`config.mk`:
```
export PLATFORM = sky130hd
export DESIGN_NAME = prescaled_cmp_timer
export DESIGN_NICKNAME = d
export VERILOG_FILES = /design/src/rtl/tmr_pkg.sv /design/src/rtl/tmr_prescaler.sv /design/src/rtl/tmr_count_unit.sv /design/src/rtl/tmr_wave_unit.sv /design/src/rtl/prescaled_cmp_timer.sv
export SDC_FILE = /design/constraint.sdc
export NUM_CORES = 1
export LEC_CHECK = 0
export BUFFER_PORTS_ARGS = -buffer_cell sky130_fd_sc_hd__buf_2
export CORE_MARGIN = 8
export CORE_UTILIZATION = 45
export CTS_CLUSTER_SIZE = 40
export DETAILED_ROUTE_END_ITERATION = 10
export PLACE_DENSITY = 0.73
export SYNTH_ARGS = -nofsm -noshare
export SYNTH_HDL_FRONTEND = slang
export SYNTH_SLANG_ARGS = --single-unit
export TNS_END_PERCENT = 1
```
`constraint.sdc`:
```
create_clock -name clk -period 2.4 [get_ports clk]
set_input_delay 0.6 -clock clk [delete_from_list [all_inputs] [get_ports clk]]
set_output_delay 0.6 -clock clk [all_outputs]
set_load 0.01 [all_outputs]
```
`src/rtl/tmr_pkg.sv`:
```
package tmr_pkg;

  localparam logic [1:0] ADDR_COUNT = 2'd0;
  localparam logic [1:0] ADDR_CMP   = 2'd1;
  localparam logic [1:0] ADDR_CTRL  = 2'd2;
  localparam logic [1:0] ADDR_FLAGS = 2'd3;

  typedef enum logic [1:0] {
    WAVE_NORMAL  = 2'd0,
    WAVE_CTC     = 2'd1,
    WAVE_PWM     = 2'd2,
    WAVE_PWM_ALT = 2'd3
  } wave_e;

  typedef enum logic [1:0] {
    OUT_KEEP   = 2'd0,
    OUT_TOGGLE = 2'd1,
    OUT_CLEAR  = 2'd2,
    OUT_SET    = 2'd3
  } outmode_e;

  typedef struct packed {
    outmode_e    out_mode;
    wave_e       wave;
    logic [2:0]  clk_sel;
  } ctrl_t;

  // log2 of the divide ratio for each clock-select code
  function automatic int ratio_shift(input logic [2:0] sel);
    case (sel)
      3'd2:    return 3;
      3'd3:    return 5;
      3'd4:    return 6;
      3'd5:    return 7;
      3'd6:    return 8;
      3'd7:    return 10;
      default: return 0;
    endcase
  endfunction

  function automatic logic apply_out(input outmode_e m, input logic pin);
    case (m)
      OUT_TOGGLE: return ~pin;
      OUT_CLEAR:  return 1'b0;
      OUT_SET:    return 1'b1;
      default:    return pin;
    endcase
  endfunction

endpackage

```
`src/rtl/tmr_prescaler.sv`:
```
module tmr_prescaler
  import tmr_pkg::*;
#(
  parameter int PSC_W = 10
) (
  input  logic       clk,
  input  logic       rst,
  input  logic [2:0] clk_sel,
  output logic       tick
);

  logic [PSC_W-1:0] psc;
  logic [7:0]       tap;

  always_ff @(posedge clk) begin
    if (rst) psc <= '0;
    else     psc <= psc + 1'b1;
  end

  for (genvar i = 0; i < 8; i++) begin : g_tap
    localparam int SH = ratio_shift(3'(i));
    if (i == 0) begin : g_off
      assign tap[i] = 1'b0;
    end else if (SH == 0) begin : g_full
      assign tap[i] = 1'b1;
    end else begin : g_div
      assign tap[i] = &psc[SH-1:0];
    end
  end

  assign tick = tap[clk_sel];

  // a divided rate never gives two ticks in a row
  assert_div_gap_R1: assert property (@(posedge clk) disable iff (rst)
    (tick && clk_sel >= 3'd2) |=> (!tick || clk_sel != $past(clk_sel)));

endmodule

```
`src/rtl/tmr_count_unit.sv`:
```
module tmr_count_unit
  import tmr_pkg::*;
#(
  parameter int CNT_W = 8
) (
  input  logic             clk,
  input  logic             rst,
  input  logic             tick,
  input  wave_e            wave,
  input  logic [CNT_W-1:0] cmp_val,
  input  logic             cnt_wr,
  input  logic [CNT_W-1:0] cnt_wdata,
  output logic [CNT_W-1:0] cnt,
  output logic             match,
  output logic             wrap
);

  logic blk;

  assign match = tick && !cnt_wr && !blk && (cnt == cmp_val);
  assign wrap  = tick && !cnt_wr && (&cnt);

  always_ff @(posedge clk) begin
    if (rst) begin
      cnt <= '0;
      blk <= 1'b0;
    end else if (cnt_wr) begin
      cnt <= cnt_wdata;
      blk <= 1'b1;
    end else if (tick) begin
      blk <= 1'b0;
      if (wave == WAVE_CTC && match) cnt <= '0;
      else                           cnt <= cnt + 1'b1;
    end
  end

  // without a tick or a write the counter holds
  assert_hold_R1: assert property (@(posedge clk) disable iff (rst)
    (!tick && !cnt_wr) |=> $stable(cnt));

  // a write lands regardless of a tick
  assert_write_R2: assert property (@(posedge clk) disable iff (rst)
    cnt_wr |=> (cnt == $past(cnt_wdata)));

  // outside clear-on-match a tick adds one
  assert_step_R3: assert property (@(posedge clk) disable iff (rst)
    (tick && !cnt_wr && wave != WAVE_CTC) |=> (cnt == CNT_W'($past(cnt) + 1'b1)));

  // the tick after a write never matches
  assert_blocked_R9: assert property (@(posedge clk) disable iff (rst)
    cnt_wr |=> !match);

endmodule

```
`src/rtl/tmr_wave_unit.sv`:
```
module tmr_wave_unit
  import tmr_pkg::*;
(
  input  logic     clk,
  input  logic     rst,
  input  wave_e    wave,
  input  outmode_e out_mode,
  input  logic     match,
  input  logic     wrap,
  input  logic     force_req,
  input  outmode_e force_mode,
  output logic     pin
);

  logic pwm;
  assign pwm = wave[1];

  always_ff @(posedge clk) begin
    if (rst) begin
      pin <= 1'b0;
    end else if (force_req) begin
      pin <= apply_out(force_mode, pin);
    end else if (pwm) begin
      if (wrap) begin
        if (out_mode == OUT_CLEAR)    pin <= 1'b1;
        else if (out_mode == OUT_SET) pin <= 1'b0;
      end else if (match) begin
        if (out_mode == OUT_CLEAR)    pin <= 1'b0;
        else if (out_mode == OUT_SET) pin <= 1'b1;
      end
    end else if (match) begin
      pin <= apply_out(out_mode, pin);
    end
  end

  // the pin moves only on a match, a wrap or a force
  assert_idle_R5: assert property (@(posedge clk) disable iff (rst)
    (!force_req && !match && !wrap) |=> $stable(pin));

  // a forced set drives the pin high
  assert_force_set_R6: assert property (@(posedge clk) disable iff (rst)
    (force_req && force_mode == OUT_SET) |=> pin);

  // a forced clear drives the pin low
  assert_force_clr_R6: assert property (@(posedge clk) disable iff (rst)
    (force_req && force_mode == OUT_CLEAR) |=> !pin);

endmodule

```
`src/rtl/prescaled_cmp_timer.sv`:
```
module prescaled_cmp_timer
  import tmr_pkg::*;
#(
  parameter int CNT_W = 8,
  parameter int PSC_W = 10
) (
  input  logic             clk,
  input  logic             rst,
  input  logic             wr_en,
  input  logic [1:0]       wr_addr,
  input  logic [CNT_W-1:0] wr_data,
  input  logic [1:0]       rd_addr,
  output logic [CNT_W-1:0] rd_data,
  output logic             cmp_pin,
  output logic             cmp_flag,
  output logic             ovf_flag
);

  localparam int CTRL_W = $bits(ctrl_t);

  ctrl_t            ctrl;
  logic [CNT_W-1:0] cmp_val;
  logic [CNT_W-1:0] cnt;
  logic             tick, match, wrap;
  logic             cnt_wr, ctrl_wr, flag_wr, force_req;
  ctrl_t            ctrl_new;

  assign ctrl_new  = ctrl_t'(wr_data[CTRL_W-1:0]);
  assign cnt_wr    = wr_en && (wr_addr == ADDR_COUNT);
  assign ctrl_wr   = wr_en && (wr_addr == ADDR_CTRL);
  assign flag_wr   = wr_en && (wr_addr == ADDR_FLAGS);
  assign force_req = ctrl_wr && wr_data[CTRL_W] && !ctrl_new.wave[1];

  always_ff @(posedge clk) begin
    if (rst) begin
      ctrl    <= '0;
      cmp_val <= '0;
    end else if (wr_en) begin
      if (wr_addr == ADDR_CMP) cmp_val <= wr_data;
      if (ctrl_wr)             ctrl    <= ctrl_new;
    end
  end

  always_ff @(posedge clk) begin
    if (rst) begin
      cmp_flag <= 1'b0;
      ovf_flag <= 1'b0;
    end else begin
      if (match)                     cmp_flag <= 1'b1;
      else if (flag_wr && wr_data[0]) cmp_flag <= 1'b0;
      if (wrap)                      ovf_flag <= 1'b1;
      else if (flag_wr && wr_data[1]) ovf_flag <= 1'b0;
    end
  end

  always_ff @(posedge clk) begin
    if (rst) begin
      rd_data <= '0;
    end else begin
      case (rd_addr)
        ADDR_COUNT: rd_data <= cnt;
        ADDR_CMP:   rd_data <= cmp_val;
        ADDR_CTRL:  rd_data <= {{(CNT_W-CTRL_W){1'b0}}, ctrl};
        default:    rd_data <= {{(CNT_W-2){1'b0}}, ovf_flag, cmp_flag};
      endcase
    end
  end

  tmr_prescaler #(.PSC_W(PSC_W)) u_psc (
    .clk     (clk),
    .rst     (rst),
    .clk_sel (ctrl.clk_sel),
    .tick    (tick)
  );

  tmr_count_unit #(.CNT_W(CNT_W)) u_cnt (
    .clk       (clk),
    .rst       (rst),
    .tick      (tick),
    .wave      (ctrl.wave),
    .cmp_val   (cmp_val),
    .cnt_wr    (cnt_wr),
    .cnt_wdata (wr_data),
    .cnt       (cnt),
    .match     (match),
    .wrap      (wrap)
  );

  tmr_wave_unit u_wave (
    .clk        (clk),
    .rst        (rst),
    .wave       (ctrl.wave),
    .out_mode   (ctrl.out_mode),
    .match      (match),
    .wrap       (wrap),
    .force_req  (force_req),
    .force_mode (ctrl_new.out_mode),
    .pin        (cmp_pin)
  );

  // the compare flag rises only after a real match, never after a force
  assert_flag_src_R6: assert property (@(posedge clk) disable iff (rst)
    $rose(cmp_flag) |-> $past(match));

  // the force bit reads back as zero
  assert_force_rd0_R7: assert property (@(posedge clk) disable iff (rst)
    (rd_addr == ADDR_CTRL) |=> (rd_data[CNT_W-1] == 1'b0));

  // a one written to the overflow bit clears it when no wrap competes
  assert_ovf_clear_R10: assert property (@(posedge clk) disable iff (rst)
    (flag_wr && wr_data[1] && !wrap) |=> !ovf_flag);

endmodule

```
# After elaboration in Yosys (flattened, before gate mapping)
# Cells that the tools add are included.
# op_classes
n_reduce_logical,33
muxes,23
magnitude_cmp,1
bitwise,1
n_eq_ne,15
addsub,2
shift,0
mul,0
div,0
# op_table
op,count
$mux 8,3
$pmux 8 s3,1
$mux 1,16
$reduce_and 8->1,2
$eq 2x2->1 const B,7
$logic_and 1x1->1,12
$add 10x1->10 const B,1
$eq 2x1->1 const B,5
$reduce_and 10->1,1
$reduce_and 5->1,2
$add 8x1->8 const B,1
$eq 8x8->1,1
$ne 4x1->1 const B,2
$reduce_and 7->1,1
$pmux 1 s3,2
$reduce_and 6->1,1
$reduce_bool 2->1,3
$reduce_bool 3->1,2
$logic_not 2->1,2
$lt 3x4->1 const B,1
$reduce_and 2->1,2
$reduce_bool 4->1,1
$bmux 1 s3,1
$logic_not 1->1,3
2 further kinds,2
# totals
inputBits,15
mem_bits_ro,0
mem_bits_rw,0
ff_bits,45
latchBits,0
n_memories,0

# Depth between registers and ports, before layout
# logic_depth
ltp_word,10
mapped_depth,9
mapped_depth_nobuf,9

# Modules after synthesis
# From an unflattened synthesis, not the netlist that was laid out.
# hier_totals
hier_cells,245
hier_area_um2,2321.0
# modules_own_cells
mod,area_each_um2,instances,cells_per_inst,seq_area_each_um2
prescaled_cmp_timer,1089.8,1,100,500.5
tmr_count_unit,653.1,1,76,180.2
tmr_prescaler,460.4,1,53,200.2
tmr_wave_unit,117.6,1,16,20.0

# Worst setup path before layout
# OpenSTA, ideal clock, no wires.
# synth_timing
kind,reg-to-reg
startpoint,register u_psc.psc[0]
endpoint,register u_wave.pin
path_buffers,0
stages_incl_launch_ff,10
arrival_time_ns,1.951
path_slack_ns,0.333
cell_sequence,dfxtp_1 -> ha_1 -> and3_1 -> ha_1 -> inv_1 -> a311oi_1 -> a41oi_4 -> a2111oi_4 -> nor2_1 -> o211a_1
# synth_between
elab_chain_len,8
# synth_rtl
element,line,rtl
"start, declared",tmr_prescaler.sv:12,logic [PSC_W-1:0] psc;
"start signal, assigned",tmr_prescaler.sv:17,else psc <= psc + 1'b1;
"$reduce_and 10->1, or another cell as far along",tmr_prescaler.sv:27,assign tap[i] = &psc[SH-1:0];
$bmux 1 s3 (*),tmr_prescaler.sv:31,assign tick = tap[clk_sel];
$mux 1 (not written as such) (*),tmr_prescaler.sv:31,
$logic_and 1x1->1 (*),"tmr_count_unit.sv:20, tmr_count_unit.sv:21",
$logic_and 1x1->1 (on tied branches),"tmr_count_unit.sv:20, tmr_count_unit.sv:21",
$logic_and 1x1->1 / $mux 1 (equally long branches),"tmr_count_unit.sv:20, tmr_wave_unit.sv:24",
$reduce_bool 3->1 (no line) / $mux 1 (equally long branches),--,
$reduce_and 5->1 (no line) / $mux 1 (equally long branches),--,
"end signal, assigned",tmr_wave_unit.sv:22,"pin <= apply_out(force_mode, pin);"
"end signal, assigned",tmr_wave_unit.sv:32,"pin <= apply_out(out_mode, pin);"
"end, declared",tmr_wave_unit.sv:12,output logic pin
# Every way passes the cells marked *; elsewhere a longest branch is shown, timed or not. The select of a mux whose other input is x is not followed.
# A chain may end at the register's enable or synchronous reset.

# Worst setup path after layout
# layout_timing
startpoint,register u_psc.psc[0]
endpoint,register u_cnt.cnt[4]
# layout_between
elab_chain_len,10
# layout_rtl
element,line,rtl
"$reduce_and 10->1, or another cell as far along",tmr_prescaler.sv:27,
$bmux 1 s3 (*),tmr_prescaler.sv:31,
$mux 1 (not written as such) (*),tmr_prescaler.sv:31,
$logic_and 1x1->1 (3 in series),tmr_count_unit.sv:20,assign match = tick && !cnt_wr && !blk && (cnt == cmp_val);
$logic_and 1x1->1,tmr_count_unit.sv:32,if (wave == WAVE_CTC && match) cnt <= '0;
$mux 8,tmr_count_unit.sv:32,
$mux 8,tmr_count_unit.sv:30,end else if (tick) begin
$mux 8,tmr_count_unit.sv:27,end else if (cnt_wr) begin
"end signal, assigned",tmr_count_unit.sv:28,cnt <= cnt_wdata;
"end signal, assigned",tmr_count_unit.sv:33,else cnt <= cnt + 1'b1;
"end, declared",tmr_count_unit.sv:13,"output logic [CNT_W-1:0] cnt,"
# Marks and branches as above.

==> impl_metrics.toml <==
[die]
num_io_pins = 26
start_util_pct = 45.5
die-area_mm2 = 0.00756
std_cell_rows = 26
die_x_um = 86.9
fp.dieH_um = 86.9
coreArea_mm2 = 0.00498

[timing]
slew_viol_final = 0
setup_tns_ns = 0
min_period_ns = 2.19
hold_ws_ns = 0.452
rsz0062_at_grt = "no"
max_clock_freq_mhz = 457
relSlewSlack_pct = 56.6
hold_viol = 0
fin_ws_ns = 0.212
finalCritPeriodShare_pct = 91.2
fin_skew_ns = 0.00412
tightestPinTransition_ns = 0.649
setup_viol = 0

[routing]
vias_per_cell = 5.32
drc = 0
dr.pass1.iters = 4
ant_nets = 0
drtIter0Drc = 118
wirelength_mm = 5.26
wire_per_inst_um = 15.0
vias = 1863

[setup_path]
worst-path-max-fanout = 9
r2r-end = "u_cnt.cnt[4]$_SDFFE_PP0P_"
r2r_slack_ns = 0.21
end_kind = "register"
start_kind = "register"
cp.arrival_ns = 2.37
crit_type = "reg -> reg"
cp.required_ns = 2.59
reg2reg_depth = 10
r2r_start = "u_psc.psc[0]$_SDFF_PP0_"

[power]
vdd.ir_drop.worst_uv = 312
leakagePower_nw = 1.12
p_per_area_mw_per_mm2 = 601

[synth]
synthArstFlopShare_pct = 0
syn_area_per_cell_um2 = 9.09
yosysWarnings = 0
yosysTopAreaCell = "dfxtp_1"
synth_flop_cell = "dfxtp_1"
yosysTopAreaCellShare_pct = 39.8
synth_seq_area_share_pct = 39.8
synthesis.area_mm2 = 0.00226
synth_edf_count = 0
ys_ff_latch = 45
syn_nets = 269
synth_area_leaders = "dfxtp_1, mux2i_1, nor2_1"
ys_top_cells_by_count = "dfxtp_1, nor2_1, mux2i_1"
synth_cells = 249
ys_types = 42

[layout]
fillers = 469
antennaDiodeCount = 0
layout-drive-gt1-share_pct = 20.7
post-route-util_pct = 52.3
area_growth_pct = 15.1
fin_nets = 299
finalInstanceArea_mm2 = 0.00261

[global_routing]
grt_start_max_net_pins = 35
grt_use_total_pct = 14.7
overflow = 0
antenna_found_initial = 0
grt_pass1_wl_mm = 8.71
first_global_vias = 1806

[min_path]
hp-start = "u_psc.psc[0]$_SDFF_PP0_"
hp-class = "reg -> reg"
holdPathEnd = "u_psc.psc[0]$_SDFF_PP0_"
whs_path_depth = 1

[clock_tree]
cts_hold_buf = 0
cts_tree = "built"
clock_latency_ns = 0.30
cts_setup_buffers = 0
cts-root-buf = "clkbuf_8"
numCtsBuffers = 5
h-tree-depth = 2
clock-sinks = 45
clk_pin_slew_worst_paths_ns = 0.08
clock_path_buffers = 2

[placed_design]
dp_slack_ns = 0.214
place_congestion = 0.986
dp_hpwl_mm = 3.76
port_buffers = 25
dpl_cell_area_mm2 = 0.00249

[outcome]
status = "completed"

[job]
maxCapViolCount = 0
[state kept, by name, summed over array words and instances, names as in the netlist]
signal / count
cmp_flag: 1
cmp_val: 8
ctrl: 7
ovf_flag: 1
rd_data: 8
u_cnt.blk: 1
u_cnt.cnt: 8
u_psc.psc: 10
u_wave.pin: 1
[worst max-delay path: stages (launching register included)]
cell,delay (ns)
dfxtp_1,0.33
ha_1,0.21
and3_1,0.17
ha_1,0.18
inv_1,0.05
a311oi_1,0.08
buf_4,0.16
a41oi_4,0.35
nor2_2,0.15
a221oi_1,0.30
nor2_1,0.08
[worst max-delay path by stage]
stage,start,endpoint,cells after the start
6_report,u_psc.psc[0]$_SDFF_PP0_,u_cnt.cnt[4]$_SDFFE_PP0P_,10
5_1_grt,u_psc.psc[0]$_SDFF_PP0_,u_cnt.cnt[7]$_SDFFE_PP0P_,10
4_1_cts,u_psc.psc[0]$_SDFF_PP0_,u_cnt.cnt[4]$_SDFFE_PP0P_,10
3_5_place_dp,wr_en,u_wave.pin$_SDFFE_PP0P_,6
3_3_place_gp,wr_en,u_wave.pin$_SDFFE_PP0P_,6
2_1_floorplan,u_psc.psc[0]$_SDFF_PP0_,u_wave.pin$_SDFFE_PP0P_,9
[logic make-up after synthesis]
| group | share of synthesized area (%) |
|---|---|
| AND/OR/NAND/NOR | 23.3 |
| AO/OA/AOI/OAI | 13.8 |
| flip-flops | 39.8 |
| multiplexers | 11.3 |
| buffers and inverters | 3.32 |
| XOR/XNOR | 5.75 |
| adder cells (fa/ha/maj) | 2.76 |
[power by group]
part,leakage [nW],switching (mW),internal [mW]
Clock,0.0585,0.255,0.340
Sequential,0.366,0.0254,0.771
Combinational,0.695,0.0977,0.0774
[layout by cell type (no fill, tap or decap), types with 5 or more instances in the layout]
master	n
buf_4	9
nor2_1	45
nand3_1	8
clkbuf_8	6
nand3b_1	6
mux2i_1	21
and3_1	5
inv_1	5
ha_1	5
dfxtp_1	45
nand2_1	8
xnor2_1	10
a21oi_1	14
o21ai_0	13
buf_2	25
nor2b_1	6
[metal layers]
metal | GRT usage [%] | wire length (µm) | up-vias
met2 | 22.5 | 2340 | 64
met3 | 4.72 | 391 | 9
li1 | - | - | 944
met4 | 5.95 | 95 | 0
met5 | 0 | 0 | -
met1 | 18.5 | 2430 | 846
[metrics by stage]
| step | instances | total power, mW |
|---|---|---|
| 2_1_floorplan | 249 | 0.929 |
| 3_3_place_gp | 342 | 0.984 |
| 3_5_place_dp | 342 | 0.987 |
| 4_1_cts | 350 | 1.57 |
| 5_1_grt | 350 | 1.64 |
| 6_report | 350 | 1.57 |
[timing repair]
| action | 4_1_cts | 5_1_grt |
|---|---|---|
| gates resized for setup | 0 | 1 |
| hold endpoints to repair | 0 | 0 |
| endpoints found under the setup margin | 0 | 1 |
[layout make-up]
| cell class | instances | area [µm²] | area share [%] |
|---|---|---|---|
| Tap cell | 70 | 87.6 | 3.36 |
| Clock buffer | 7 | 86.3 | 3.31 |
| Timing Repair Buffer | 34 | 193 | 7.40 |
| Sequential cell | 45 | 901 | 34.6 |
| Clock inverter | 1 | 30.0 | 1.15 |
| Inverter | 5 | 18.8 | 0.720 |
| Multi-Input combinational cell | 188 | 1290 | 49.5 |
No activity file was read; power rests on OpenSTA's default activity.
